$ cat config.mk
export PLATFORM = sky130hd
export DESIGN_NAME = hpi_mbox_top
export DESIGN_NICKNAME = d
export VERILOG_FILES = /design/src/rtl/hpi_pkg.sv /design/src/rtl/hpi_strobe_sync.sv /design/src/rtl/hpi_mem_seq.sv /design/src/rtl/hpi_mbox_regs.sv /design/src/rtl/hpi_mbox_top.sv
export SDC_FILE = /design/constraint.sdc
export NUM_CORES = 1
export LEC_CHECK = 0
export BUFFER_PORTS_ARGS = -buffer_cell sky130_fd_sc_hd__buf_2
export CAP_MARGIN = 20
export CORE_MARGIN = 2
export CORE_UTILIZATION = 45
export DETAILED_ROUTE_END_ITERATION = 12
export PLACE_DENSITY = 0.71
export SLEW_MARGIN = 25
export SYNTH_ARGS = -nofsm -noshare
export SYNTH_HDL_FRONTEND = slang
export SYNTH_SLANG_ARGS = --single-unit
$ cat constraint.sdc
create_clock -name clk -period 3.2 [get_ports clk]
set_clock_uncertainty 0.15 [all_clocks]
set_input_delay 0.48 -clock clk [delete_from_list [all_inputs] [get_ports clk]]
set_output_delay 0.48 -clock clk [all_outputs]
set_load 0.03 [all_outputs]
$ cat src/rtl/hpi_pkg.sv
package hpi_pkg;

  // Host-side register select, decoded from the two address pins
  typedef enum logic [1:0] {
    HSEL_DATA = 2'b00,
    HSEL_MBX  = 2'b01,
    HSEL_PTR  = 2'b10,
    HSEL_STAT = 2'b11
  } hsel_e;

  // CPU-side register indices
  localparam int          CIDX_W      = 3;
  localparam logic [2:0]  CIDX_OUTBOX = 3'd0;
  localparam logic [2:0]  CIDX_INBOX  = 3'd1;
  localparam logic [2:0]  CIDX_MSG    = 3'd2;
  localparam logic [2:0]  CIDX_CTRL   = 3'd3;
  localparam logic [2:0]  CIDX_STAT   = 3'd4;

  // Status word bit positions
  localparam int ST_OUT  = 0;
  localparam int ST_IN   = 1;
  localparam int ST_MSG  = 2;
  localparam int ST_VBUS = 3;

  // Control word layout
  localparam int            CTRL_ROUTE = 2;
  localparam logic [15:0]   CTRL_MASK  = 16'h0007;

  // Byte-lane exchange: only code 11 swaps
  function automatic logic [15:0] lane_swap(input logic [15:0] w,
                                            input logic [1:0]  mode);
    return (mode == 2'b11) ? {w[7:0], w[15:8]} : w;
  endfunction

endpackage

$ cat src/rtl/hpi_strobe_sync.sv
module hpi_strobe_sync #(
  parameter int STAGES = 2,
  parameter int NSIG   = 3
) (
  input  logic            clk,
  input  logic            rst_n,
  input  logic [NSIG-1:0] async_i,
  output logic [NSIG-1:0] sync_o
);

  logic [NSIG-1:0] chain_q [STAGES];

  // Reset to all ones: host strobes are inactive high
  always_ff @(posedge clk or negedge rst_n) begin
    if (!rst_n) begin
      for (int s = 0; s < STAGES; s++) chain_q[s] <= '1;
    end else begin
      chain_q[0] <= async_i;
      for (int s = 1; s < STAGES; s++) chain_q[s] <= chain_q[s-1];
    end
  end

  assign sync_o = chain_q[STAGES-1];

endmodule

$ cat src/rtl/hpi_mem_seq.sv
module hpi_mem_seq #(
  parameter int AW = 10
) (
  input  logic          clk,
  input  logic          rst_n,
  input  logic          data_wr,
  input  logic          data_rd,
  input  logic          ptr_wr,
  input  logic [15:0]   wdata,
  output logic [AW-1:0] ptr,
  output logic [15:0]   rd_buf,
  output logic [AW-1:0] mem_addr,
  output logic          mem_we,
  output logic          mem_re,
  output logic [15:0]   mem_wdata,
  input  logic [15:0]   mem_rdata
);

  logic [AW-1:0] ptr_q, ptr_d;
  logic          pend_q, pend_d;
  logic          wait_q, wait_d;
  logic [15:0]   buf_q, buf_d;

  // Next state: a host event has priority over the prefetch, which is retried
  always_comb begin
    ptr_d     = ptr_q;
    pend_d    = pend_q;
    wait_d    = 1'b0;
    buf_d     = buf_q;
    mem_we    = 1'b0;
    mem_re    = 1'b0;
    mem_addr  = ptr_q;
    mem_wdata = wdata;
    if (wait_q) buf_d = mem_rdata;
    if (ptr_wr) begin
      ptr_d  = wdata[AW-1:0];
      pend_d = 1'b1;
    end else if (data_wr) begin
      mem_we = 1'b1;
      ptr_d  = ptr_q + AW'(1);
      pend_d = 1'b1;
    end else if (data_rd) begin
      ptr_d  = ptr_q + AW'(1);
      pend_d = 1'b1;
    end else if (pend_q) begin
      mem_re = 1'b1;
      pend_d = 1'b0;
      wait_d = 1'b1;
    end
  end

  always_ff @(posedge clk or negedge rst_n) begin
    if (!rst_n) begin
      ptr_q  <= '0;
      pend_q <= 1'b1;
      wait_q <= 1'b0;
      buf_q  <= '0;
    end else begin
      ptr_q  <= ptr_d;
      pend_q <= pend_d;
      wait_q <= wait_d;
      buf_q  <= buf_d;
    end
  end

  assign ptr    = ptr_q;
  assign rd_buf = buf_q;

endmodule

$ cat src/rtl/hpi_mbox_regs.sv
module hpi_mbox_regs
  import hpi_pkg::*;
(
  input  logic              clk,
  input  logic              rst_n,
  input  logic              h_mbx_wr,
  input  logic              h_mbx_rd,
  input  logic              h_stat_rd,
  input  logic [15:0]       h_wdata,
  input  logic              cpu_wr,
  input  logic              cpu_rd,
  input  logic [CIDX_W-1:0] cpu_idx,
  input  logic [15:0]       cpu_wdata,
  output logic [15:0]       cpu_rdata,
  input  logic              vbus_evt,
  output logic [15:0]       out_mbx,
  output logic [15:0]       stat_word,
  output logic [1:0]        swap_mode,
  output logic              route_on,
  output logic              hp_irq,
  output logic              cpu_mbx_irq,
  output logic              cpu_txe_irq,
  output logic              cpu_vbus_irq
);

  logic [15:0] out_q, out_d, in_q, in_d, ctrl_q, ctrl_d;
  logic        ofull_q, ofull_d, ifull_q, ifull_d, msg_q, msg_d;
  logic        txe_q, txe_d, vbh_q, vbh_d, vbc_q, vbc_d;
  logic        cw_out, cw_msg, cw_ctrl, cr_in, cr_stat;

  assign cw_out  = cpu_wr && (cpu_idx == CIDX_OUTBOX);
  assign cw_msg  = cpu_wr && (cpu_idx == CIDX_MSG);
  assign cw_ctrl = cpu_wr && (cpu_idx == CIDX_CTRL);
  assign cr_in   = cpu_rd && (cpu_idx == CIDX_INBOX);
  assign cr_stat = cpu_rd && (cpu_idx == CIDX_STAT);

  // Next state: a setting event wins over a clearing event in the same cycle
  always_comb begin
    out_d   = cw_out ? cpu_wdata : out_q;
    ofull_d = cw_out ? 1'b1 : (h_mbx_rd ? 1'b0 : ofull_q);
    txe_d   = cw_out ? 1'b0 : (h_mbx_rd ? 1'b1 : txe_q);
    in_d    = h_mbx_wr ? h_wdata : in_q;
    ifull_d = h_mbx_wr ? 1'b1 : (cr_in ? 1'b0 : ifull_q);
    msg_d   = cw_msg ? 1'b1 : (h_stat_rd ? 1'b0 : msg_q);
    vbh_d   = (vbus_evt && route_on)  ? 1'b1 : (h_stat_rd ? 1'b0 : vbh_q);
    vbc_d   = (vbus_evt && !route_on) ? 1'b1 : (cr_stat ? 1'b0 : vbc_q);
    ctrl_d  = cw_ctrl ? (cpu_wdata & CTRL_MASK) : ctrl_q;
  end

  always_ff @(posedge clk or negedge rst_n) begin
    if (!rst_n) begin
      out_q   <= '0;
      in_q    <= '0;
      ctrl_q  <= '0;
      ofull_q <= 1'b0;
      ifull_q <= 1'b0;
      msg_q   <= 1'b0;
      txe_q   <= 1'b0;
      vbh_q   <= 1'b0;
      vbc_q   <= 1'b0;
    end else begin
      out_q   <= out_d;
      in_q    <= in_d;
      ctrl_q  <= ctrl_d;
      ofull_q <= ofull_d;
      ifull_q <= ifull_d;
      msg_q   <= msg_d;
      txe_q   <= txe_d;
      vbh_q   <= vbh_d;
      vbc_q   <= vbc_d;
    end
  end

  always_comb begin
    stat_word          = '0;
    stat_word[ST_OUT]  = ofull_q;
    stat_word[ST_IN]   = ifull_q;
    stat_word[ST_MSG]  = msg_q;
    stat_word[ST_VBUS] = vbh_q;
  end

  always_comb begin
    case (cpu_idx)
      CIDX_OUTBOX: cpu_rdata = out_q;
      CIDX_INBOX:  cpu_rdata = in_q;
      CIDX_CTRL:   cpu_rdata = ctrl_q;
      CIDX_STAT:   cpu_rdata = stat_word;
      default:     cpu_rdata = '0;
    endcase
  end

  assign out_mbx      = out_q;
  assign swap_mode    = ctrl_q[1:0];
  assign route_on     = ctrl_q[CTRL_ROUTE];
  assign hp_irq       = ofull_q | vbh_q;
  assign cpu_mbx_irq  = ifull_q;
  assign cpu_txe_irq  = txe_q;
  assign cpu_vbus_irq = vbc_q;

endmodule

$ cat src/rtl/hpi_mbox_top.sv
module hpi_mbox_top
  import hpi_pkg::*;
#(
  parameter int AW          = 10,
  parameter int SYNC_STAGES = 2
) (
  input  logic          clk,
  input  logic          rst_n,
  input  logic          hp_cs_n,
  input  logic          hp_rd_n,
  input  logic          hp_wr_n,
  input  logic [1:0]    hp_addr,
  input  logic [15:0]   hp_din,
  output logic [15:0]   hp_dout,
  output logic          hp_dout_en,
  output logic          hp_irq,
  output logic [AW-1:0] mem_addr,
  output logic          mem_we,
  output logic          mem_re,
  output logic [15:0]   mem_wdata,
  input  logic [15:0]   mem_rdata,
  input  logic          cpu_wr,
  input  logic          cpu_rd,
  input  logic [2:0]    cpu_idx,
  input  logic [15:0]   cpu_wdata,
  output logic [15:0]   cpu_rdata,
  output logic          cpu_mbx_irq,
  output logic          cpu_txe_irq,
  output logic          cpu_vbus_irq,
  input  logic          vbus_evt
);

  localparam int NSTRB = 3;

  logic [NSTRB-1:0] strb_s;
  logic             rd_act, wr_act, rd_act_q, wr_act_q;
  logic [1:0]       cap_addr_q, cap_addr_d;
  logic [15:0]      cap_din_q, cap_din_d;
  logic             h_rd_evt, h_wr_evt;
  hsel_e            h_sel;
  logic [15:0]      h_wdata;
  logic [1:0]       swap_mode;
  logic             route_on;
  logic [AW-1:0]    ptr;
  logic [15:0]      rd_buf, out_mbx, stat_word, rmux;

  hpi_strobe_sync #(.STAGES(SYNC_STAGES), .NSIG(NSTRB)) u_sync (
    .clk     (clk),
    .rst_n   (rst_n),
    .async_i ({hp_cs_n, hp_rd_n, hp_wr_n}),
    .sync_o  (strb_s)
  );

  assign rd_act = ~strb_s[2] & ~strb_s[1];
  assign wr_act = ~strb_s[2] & ~strb_s[0];

  // Address and data are captured while the synchronised strobe is active
  always_comb begin
    cap_addr_d = cap_addr_q;
    cap_din_d  = cap_din_q;
    if (rd_act || wr_act) cap_addr_d = hp_addr;
    if (wr_act)           cap_din_d  = hp_din;
  end

  always_ff @(posedge clk or negedge rst_n) begin
    if (!rst_n) begin
      rd_act_q   <= 1'b0;
      wr_act_q   <= 1'b0;
      cap_addr_q <= '0;
      cap_din_q  <= '0;
    end else begin
      rd_act_q   <= rd_act;
      wr_act_q   <= wr_act;
      cap_addr_q <= cap_addr_d;
      cap_din_q  <= cap_din_d;
    end
  end

  // An access completes on the release edge of its strobe
  assign h_rd_evt = rd_act_q & ~rd_act;
  assign h_wr_evt = wr_act_q & ~wr_act;
  assign h_sel    = hsel_e'(cap_addr_q);
  assign h_wdata  = lane_swap(cap_din_q, swap_mode);

  hpi_mem_seq #(.AW(AW)) u_seq (
    .clk       (clk),
    .rst_n     (rst_n),
    .data_wr   (h_wr_evt && (h_sel == HSEL_DATA)),
    .data_rd   (h_rd_evt && (h_sel == HSEL_DATA)),
    .ptr_wr    (h_wr_evt && (h_sel == HSEL_PTR)),
    .wdata     (h_wdata),
    .ptr       (ptr),
    .rd_buf    (rd_buf),
    .mem_addr  (mem_addr),
    .mem_we    (mem_we),
    .mem_re    (mem_re),
    .mem_wdata (mem_wdata),
    .mem_rdata (mem_rdata)
  );

  hpi_mbox_regs u_regs (
    .clk          (clk),
    .rst_n        (rst_n),
    .h_mbx_wr     (h_wr_evt && (h_sel == HSEL_MBX)),
    .h_mbx_rd     (h_rd_evt && (h_sel == HSEL_MBX)),
    .h_stat_rd    (h_rd_evt && (h_sel == HSEL_STAT)),
    .h_wdata      (h_wdata),
    .cpu_wr       (cpu_wr),
    .cpu_rd       (cpu_rd),
    .cpu_idx      (cpu_idx),
    .cpu_wdata    (cpu_wdata),
    .cpu_rdata    (cpu_rdata),
    .vbus_evt     (vbus_evt),
    .out_mbx      (out_mbx),
    .stat_word    (stat_word),
    .swap_mode    (swap_mode),
    .route_on     (route_on),
    .hp_irq       (hp_irq),
    .cpu_mbx_irq  (cpu_mbx_irq),
    .cpu_txe_irq  (cpu_txe_irq),
    .cpu_vbus_irq (cpu_vbus_irq)
  );

  // Read data follows the raw address pins so it is valid during the strobe
  always_comb begin
    case (hsel_e'(hp_addr))
      HSEL_DATA: rmux = rd_buf;
      HSEL_MBX:  rmux = out_mbx;
      HSEL_PTR:  rmux = 16'(ptr);
      default:   rmux = stat_word;
    endcase
  end

  assign hp_dout    = lane_swap(rmux, swap_mode);
  assign hp_dout_en = ~hp_cs_n & ~hp_rd_n;

endmodule

**Word-level counts from Yosys, hierarchy flattened**

Index checks and enable logic that the tools add are counted.

- Memory bits (writable): 0
- Register bits after elaboration: 95
- Logic and storage cells: 94
- Bits in latches: 0
- Memories kept: 0
- ROM bits: 0
- Output and inout port bits: 65

- Bitwise logic cells: 13
- $mul: 0
- Eq/ne operators: 10
- Shift operators: 0
- Divide/modulo/power cells: 0
- Muxes and demuxes: 27
- Order comparisons: 0
- Reduce and logical (&&, ||, !) cells: 24
- Add/sub/neg operators: 1

Operators by type and width:

| cell | count |
|---|---|
| one-hot mux 16 bit (4 select lines) | 1 |
| one-hot mux 16 bit (3 select lines) | 1 |
| two-way mux 16 bit | 2 |
| two-way mux 10 bit | 3 |
| two-way mux 1 bit | 20 |
| logical AND 1 bit | 13 |
| adder 10 x 1 -> 10 bit, second input constant | 1 |
| nonzero test 2 bit | 5 |
| equality test 2 bit, second input constant | 4 |
| NOT 1 bit | 7 |
| equality test 3 x 2 -> 1 bit, second input constant | 2 |
| AND 1 bit | 5 |
| equality test 2 x 1 -> 1 bit, second input constant | 2 |
| zero test 2 bit | 2 |
| equality test 3 x 1 -> 1 bit, second input constant | 1 |
| equality test 3 bit, second input constant | 1 |
| zero test 3 bit | 1 |
| nonzero test 3 bit | 1 |
| zero test 1 bit | 1 |
| logical OR 1 bit | 1 |
| bitwise OR 1 bit | 1 |

**Longest topological paths before layout**

- Depth in word-level cells: 8
- Gate-level depth with buffers: 7

**Cells and area by module**

Synthesis repeated with hierarchy kept, for this count alone.

- Cell total of the unflattened synthesis: 465
- Area total of the unflattened synthesis: 5421.4 um2

By module, submodules not included:

| module | seq. area each (um2) | cells each | area an instance (um2) | times used |
|---|---|---|---|---|
| hpi_mbox_regs | 1026.0 | 163 | 2040.7 | 1 |
| hpi_mbox_top | 500.5 | 166 | 1770.4 | 1 |
| hpi_mem_seq | 701.9 | 127 | 1430.1 | 1 |
| hpi_strobe_sync | 157.7 | 9 | 180.2 | 1 |

**Worst setup path after synthesis**

OpenSTA, ideal clock, no wires.

- Kind: input-to-output
- From: in hp_addr[1]
- To: out hp_dout[12]
- Data required time: 2.570 ns
- Stages: 4
- Slack: 0.731 ns
- Data arrival time: 1.839 ns
- Path through: buf_2 > buf_2 > or2_2 > o21ai_0

- Word-level cells in the longest chain between the ends: 3
- Elaborated cells on any way between the ends: 5
- Classes of those cells: 2 x eq/ne; 2 x mux; 1 x reduce/logical

RTL lines:

| item | line | source |
|---|---|---|
| start, declared | hpi_mbox_top.sv:12 | `input logic [1:0] hp_addr,` |
| equality test 2 bit (tied with other cells) | hpi_mbox_top.sv:126 | `case (hsel_e'(hp_addr))` |
| one-hot mux 16 bit (3 select lines) (*) | hpi_mbox_top.sv:126 |  |
| two-way mux 16 bit (*) | hpi_pkg.sv:32 | `return (mode == 2'b11) ? {w[7:0], w[15:8]} : w;` |
| end, declared | hpi_mbox_top.sv:14 | `output logic [15:0] hp_dout,` |

Mark *: on every way between the ends. The rest lies on a longest branch, timed or not.

**Final worst setup path**

- From: reg u_regs.ctrl_q[1]
- To: out mem_wdata[3]

- Word-level cells in the longest chain between the ends: 2

RTL lines:

| item | line | source |
|---|---|---|
| start, declared | hpi_mbox_regs.sv:26 | `logic [15:0] out_q, out_d, in_q, in_d, ctrl_q, ctrl_d;` |
| start signal, assigned | hpi_mbox_regs.sv:64 | `ctrl_q <= ctrl_d;` |
| equality test 2 bit | hpi_pkg.sv:32 |  |
| two-way mux 16 bit | hpi_pkg.sv:32 |  |
| end, declared | hpi_mbox_top.sv:20 | `output logic [15:0] mem_wdata,` |

Every way passes these cells.

==> run_results.csv <==
group,metric,value,unit
floorplan,initial_core_util,46.3,%
global_route,track_usage,21.3,%
floorplan,die_x,107,um
power,p_leak,2.77,nW
sta,setup_tns,0,ns
run,max_cap_violations,0,
sta,slew_viol_final,0,
logic_synthesis,netlist_instances,444,
sta,setup_slack,0.397,ns
global_route,grt_pass1_wl,18600,um
drt,final_antenna_net_count,0,
logic_synthesis,synth_ff_type,"dfrtp_1",
drt,drt_wl_total,11800,um
drt,dr.pass1.iters,4,
critical_path,path_class,"flop to output port",
global_route,gr-total-overflow,0,
clocking,post-cts-setup-buffers,0,
clocking,htreeDepth,3,
critical_path,end_kind,"output port",
status,status,"complete, no violations",
sta,fin_crit_sh,87.6,%
critical_path,crit_chain,"and2_1 -> buf_4 -> mux2i_1 -> inv_1 -> buf_2",
sta,finalCriticalPeriod,2.80,ns
global_route,grt_antenna_before_repair,0,
placement,hpwl,9100,um
drt,via_count,3736,
sta,tightestPinTransition,0.689,ns
logic_synthesis,yosysUniqueCellTypes,41,
drt,first_iter_violations,230,
critical_path,path_max_fanout,10,
logic_synthesis,synth_fp_nets,506,
logic_synthesis,syn_area_per_cell,10.7,um^2
clocking,clock_path_buffers,2,
sta,hold_violations,0,
placement,port_buffers,125,
global_route,grt_pass1_vias,3687,
critical_path,worstPathRequired,2.57,ns
clocking,clk_pin_slew_worst_paths,0.09,ns
sta,finalSetupViolations,0,
drt,vias_per_cell,5.31,
logic_synthesis,ys_warn_count,0,
logic_synthesis,synth_edf_count,0,
hold_path,min_path_type,"primary input to asynchronous set/reset pin",
floorplan,ioPinCount,126,
critical_path,crit_arrival,2.17,ns
floorplan,die-area,11400,um^2
clocking,clkLatencyLatePin,0.36,ns
sta,max-slew-margin-rel,54.1,%
finish,layout_common_cells,"buf_2, dfrtp_1, nand2_1",
logic_synthesis,async_flop_share,100,%
finish,layout-drive-gt1-share,37.6,%
floorplan,core-area,10300,um^2
clocking,cts-root-buf,"clkbuf_8",
sta,grt_setup_unrepaired,"no",
drt,wl_per_cell,16.8,um
placement,place_ws,0.677,ns
drt,drcViolationCount,0,
finish,area.growth.synth_to_final,19.5,%
finish,finalNetCount,624,
logic_synthesis,synth_seq_cells,95,
finish,final_common_cell,"buf_2",
clocking,hold_buffers,0,
logic_synthesis,syn_area,4760,um^2
clocking,cts_resized,0,
power,irDropWorstVdd,0.000320,V
logic_synthesis,synth-seq-area-share,50.2,%
floorplan,fp-row-count,37,
finish,diodes,0,
critical_path,max_stage_delay,0.48,ns
clocking,tritoncts,"yes",
sta,max_freq,0.357,GHz
floorplan,die_h,107,um
critical_path,cp_slowest_cell,"and2_1",
placement,gp_congestion,0.857,
global_route,grt_max_degree,56,
clocking,cts.sinks,95,
critical_path,crit_path_start_kind,"flop",
clocking,numCtsBuffers,9,
power,power.density,750,nW/um^2
[synth_stat cells (3+ instances only)]
cell / instances / area (um^2)
dfrtp_1: 88 / 2200
nand2_1: 69 / 259
mux2_2: 43 / 484
nor2_1: 41 / 154
mux2i_1: 40 / 400
a21oi_1: 24 / 120
mux2_1: 20 / 225
o21ai_0: 15 / 75.1
buf_2: 13 / 65.1
inv_1: 11 / 41.3
clkbuf_1: 9 / 33.8
dfstp_2: 7 / 184
or2_2: 6 / 37.5
nand3_1: 5 / 25.0
a31oi_1: 4 / 25.0
mux4_2: 4 / 90.1
o21ai_1: 4 / 20.0
xnor2_1: 4 / 35.0
a211oi_1: 3 / 22.5
nand4_1: 3 / 18.8
nor2b_1: 3 / 18.8
[cells by family (layout without fill, tap and decap cells)]
kind of cell | after synthesis | in the layout | share of synthesized area (%)
fa+ha+maj | 1 | 1 | 0.263
flops | 95 | 95 | 50.2
compound gates | 57 | 57 | 6.71
mux | 107 | 107 | 25.2
simple gates | 142 | 142 | 13.2
xor+xnor | 4 | 4 | 0.737
buf+inv | 38 | 161 | 3.66
[power by group]
| part | switching [mW] | internal [mW] |
|---|---|---|
| clock | 0.415 | 0.347 |
| sequential | 0.350 | 1.54 |
| combinational | 0.985 | 0.620 |
[cell type report]
cell class              instances  area (um^2)
fillers                       945         4590
clock inverters                 4         28.8
flip-flops and latches         95         2390
well taps                     136          170
clock buffers                  12          165
multi-input cells             311         2200
inverters                      11         41.3
repair buffers                134          696
[registers in the layout, indices dropped and copies added, names as in the netlist]
name / flops
u_regs.cpu_vbus_irq: 1
u_regs.cpu_mbx_irq: 1
u_seq.wait_q: 1
u_regs.msg_q: 1
rd_act_q: 1
cap_din_q: 16
u_regs.in_q: 16
u_sync.sync_o: 3
u_regs.ofull_q: 1
u_seq.pend_q: 1
u_seq.rd_buf: 16
u_seq.mem_addr: 10
wr_act_q: 1
cap_addr_q: 2
u_regs.ctrl_q: 3
u_sync.chain_q: 3
u_regs.cpu_txe_irq: 1
u_regs.vbh_q: 1
u_regs.out_mbx: 16
[per-stage QoR]
| step | power [mW] | area [um^2] | util (%) | hold slack, ns | cells |
|---|---|---|---|---|---|
| CTS | 4.28 | 5680 | 55.3 | 0.0200 | 703 |
| global placement | 3.47 | 5490 | 53.4 | 0.199 | 687 |
| detailed placement | 3.52 | 5490 | 53.4 | 0.197 | 687 |
| finish | 4.26 | 5680 | 55.3 | 0.00144 | 703 |
| global route | 4.49 | 5680 | 55.3 | 0.0481 | 703 |
| floorplan | 2.95 | 4760 | - | 0.0344 | 444 |
[critical path, delay by kind of cell, from the launching register on]
family	cells	cell delay [ns]
buffers and inverters	3	0.53
AND/OR/NAND/NOR	1	0.48
flip-flops	1	0.41
multiplexers	1	0.41
[worst paths after layout]
check,start,to,slack [ns],depth (start not counted)
min in group clk,hp_wr_n,u_sync.chain_q[3],0.06,1
worst min-delay path,rst_n,cap_din_q[4],0.001,1
worst max register to register,u_sync.sync_o[0],u_seq.mem_addr[2],1.03,5
worst max-delay path,u_regs.ctrl_q[1],mem_wdata[3],0.40,5
worst min register to register,u_sync.chain_q[5],u_sync.sync_o[2],0.20,0
max in group asynchronous,rst_n,u_seq.rd_buf[1],2.12,2
[routing by layer]
metal | share of wire [%] | vias up | GRT usage (%)
met2 | 47 | 111 | 34.3
met4 | 2.1 | 0 | 8.72
met1 | 45 | 1844 | 29.4
met3 | 5.2 | 16 | 2.67
li1 | - | 1765 | -
met5 | 0 | - | 0
Note: power is estimated with default switching activity, not from simulation.
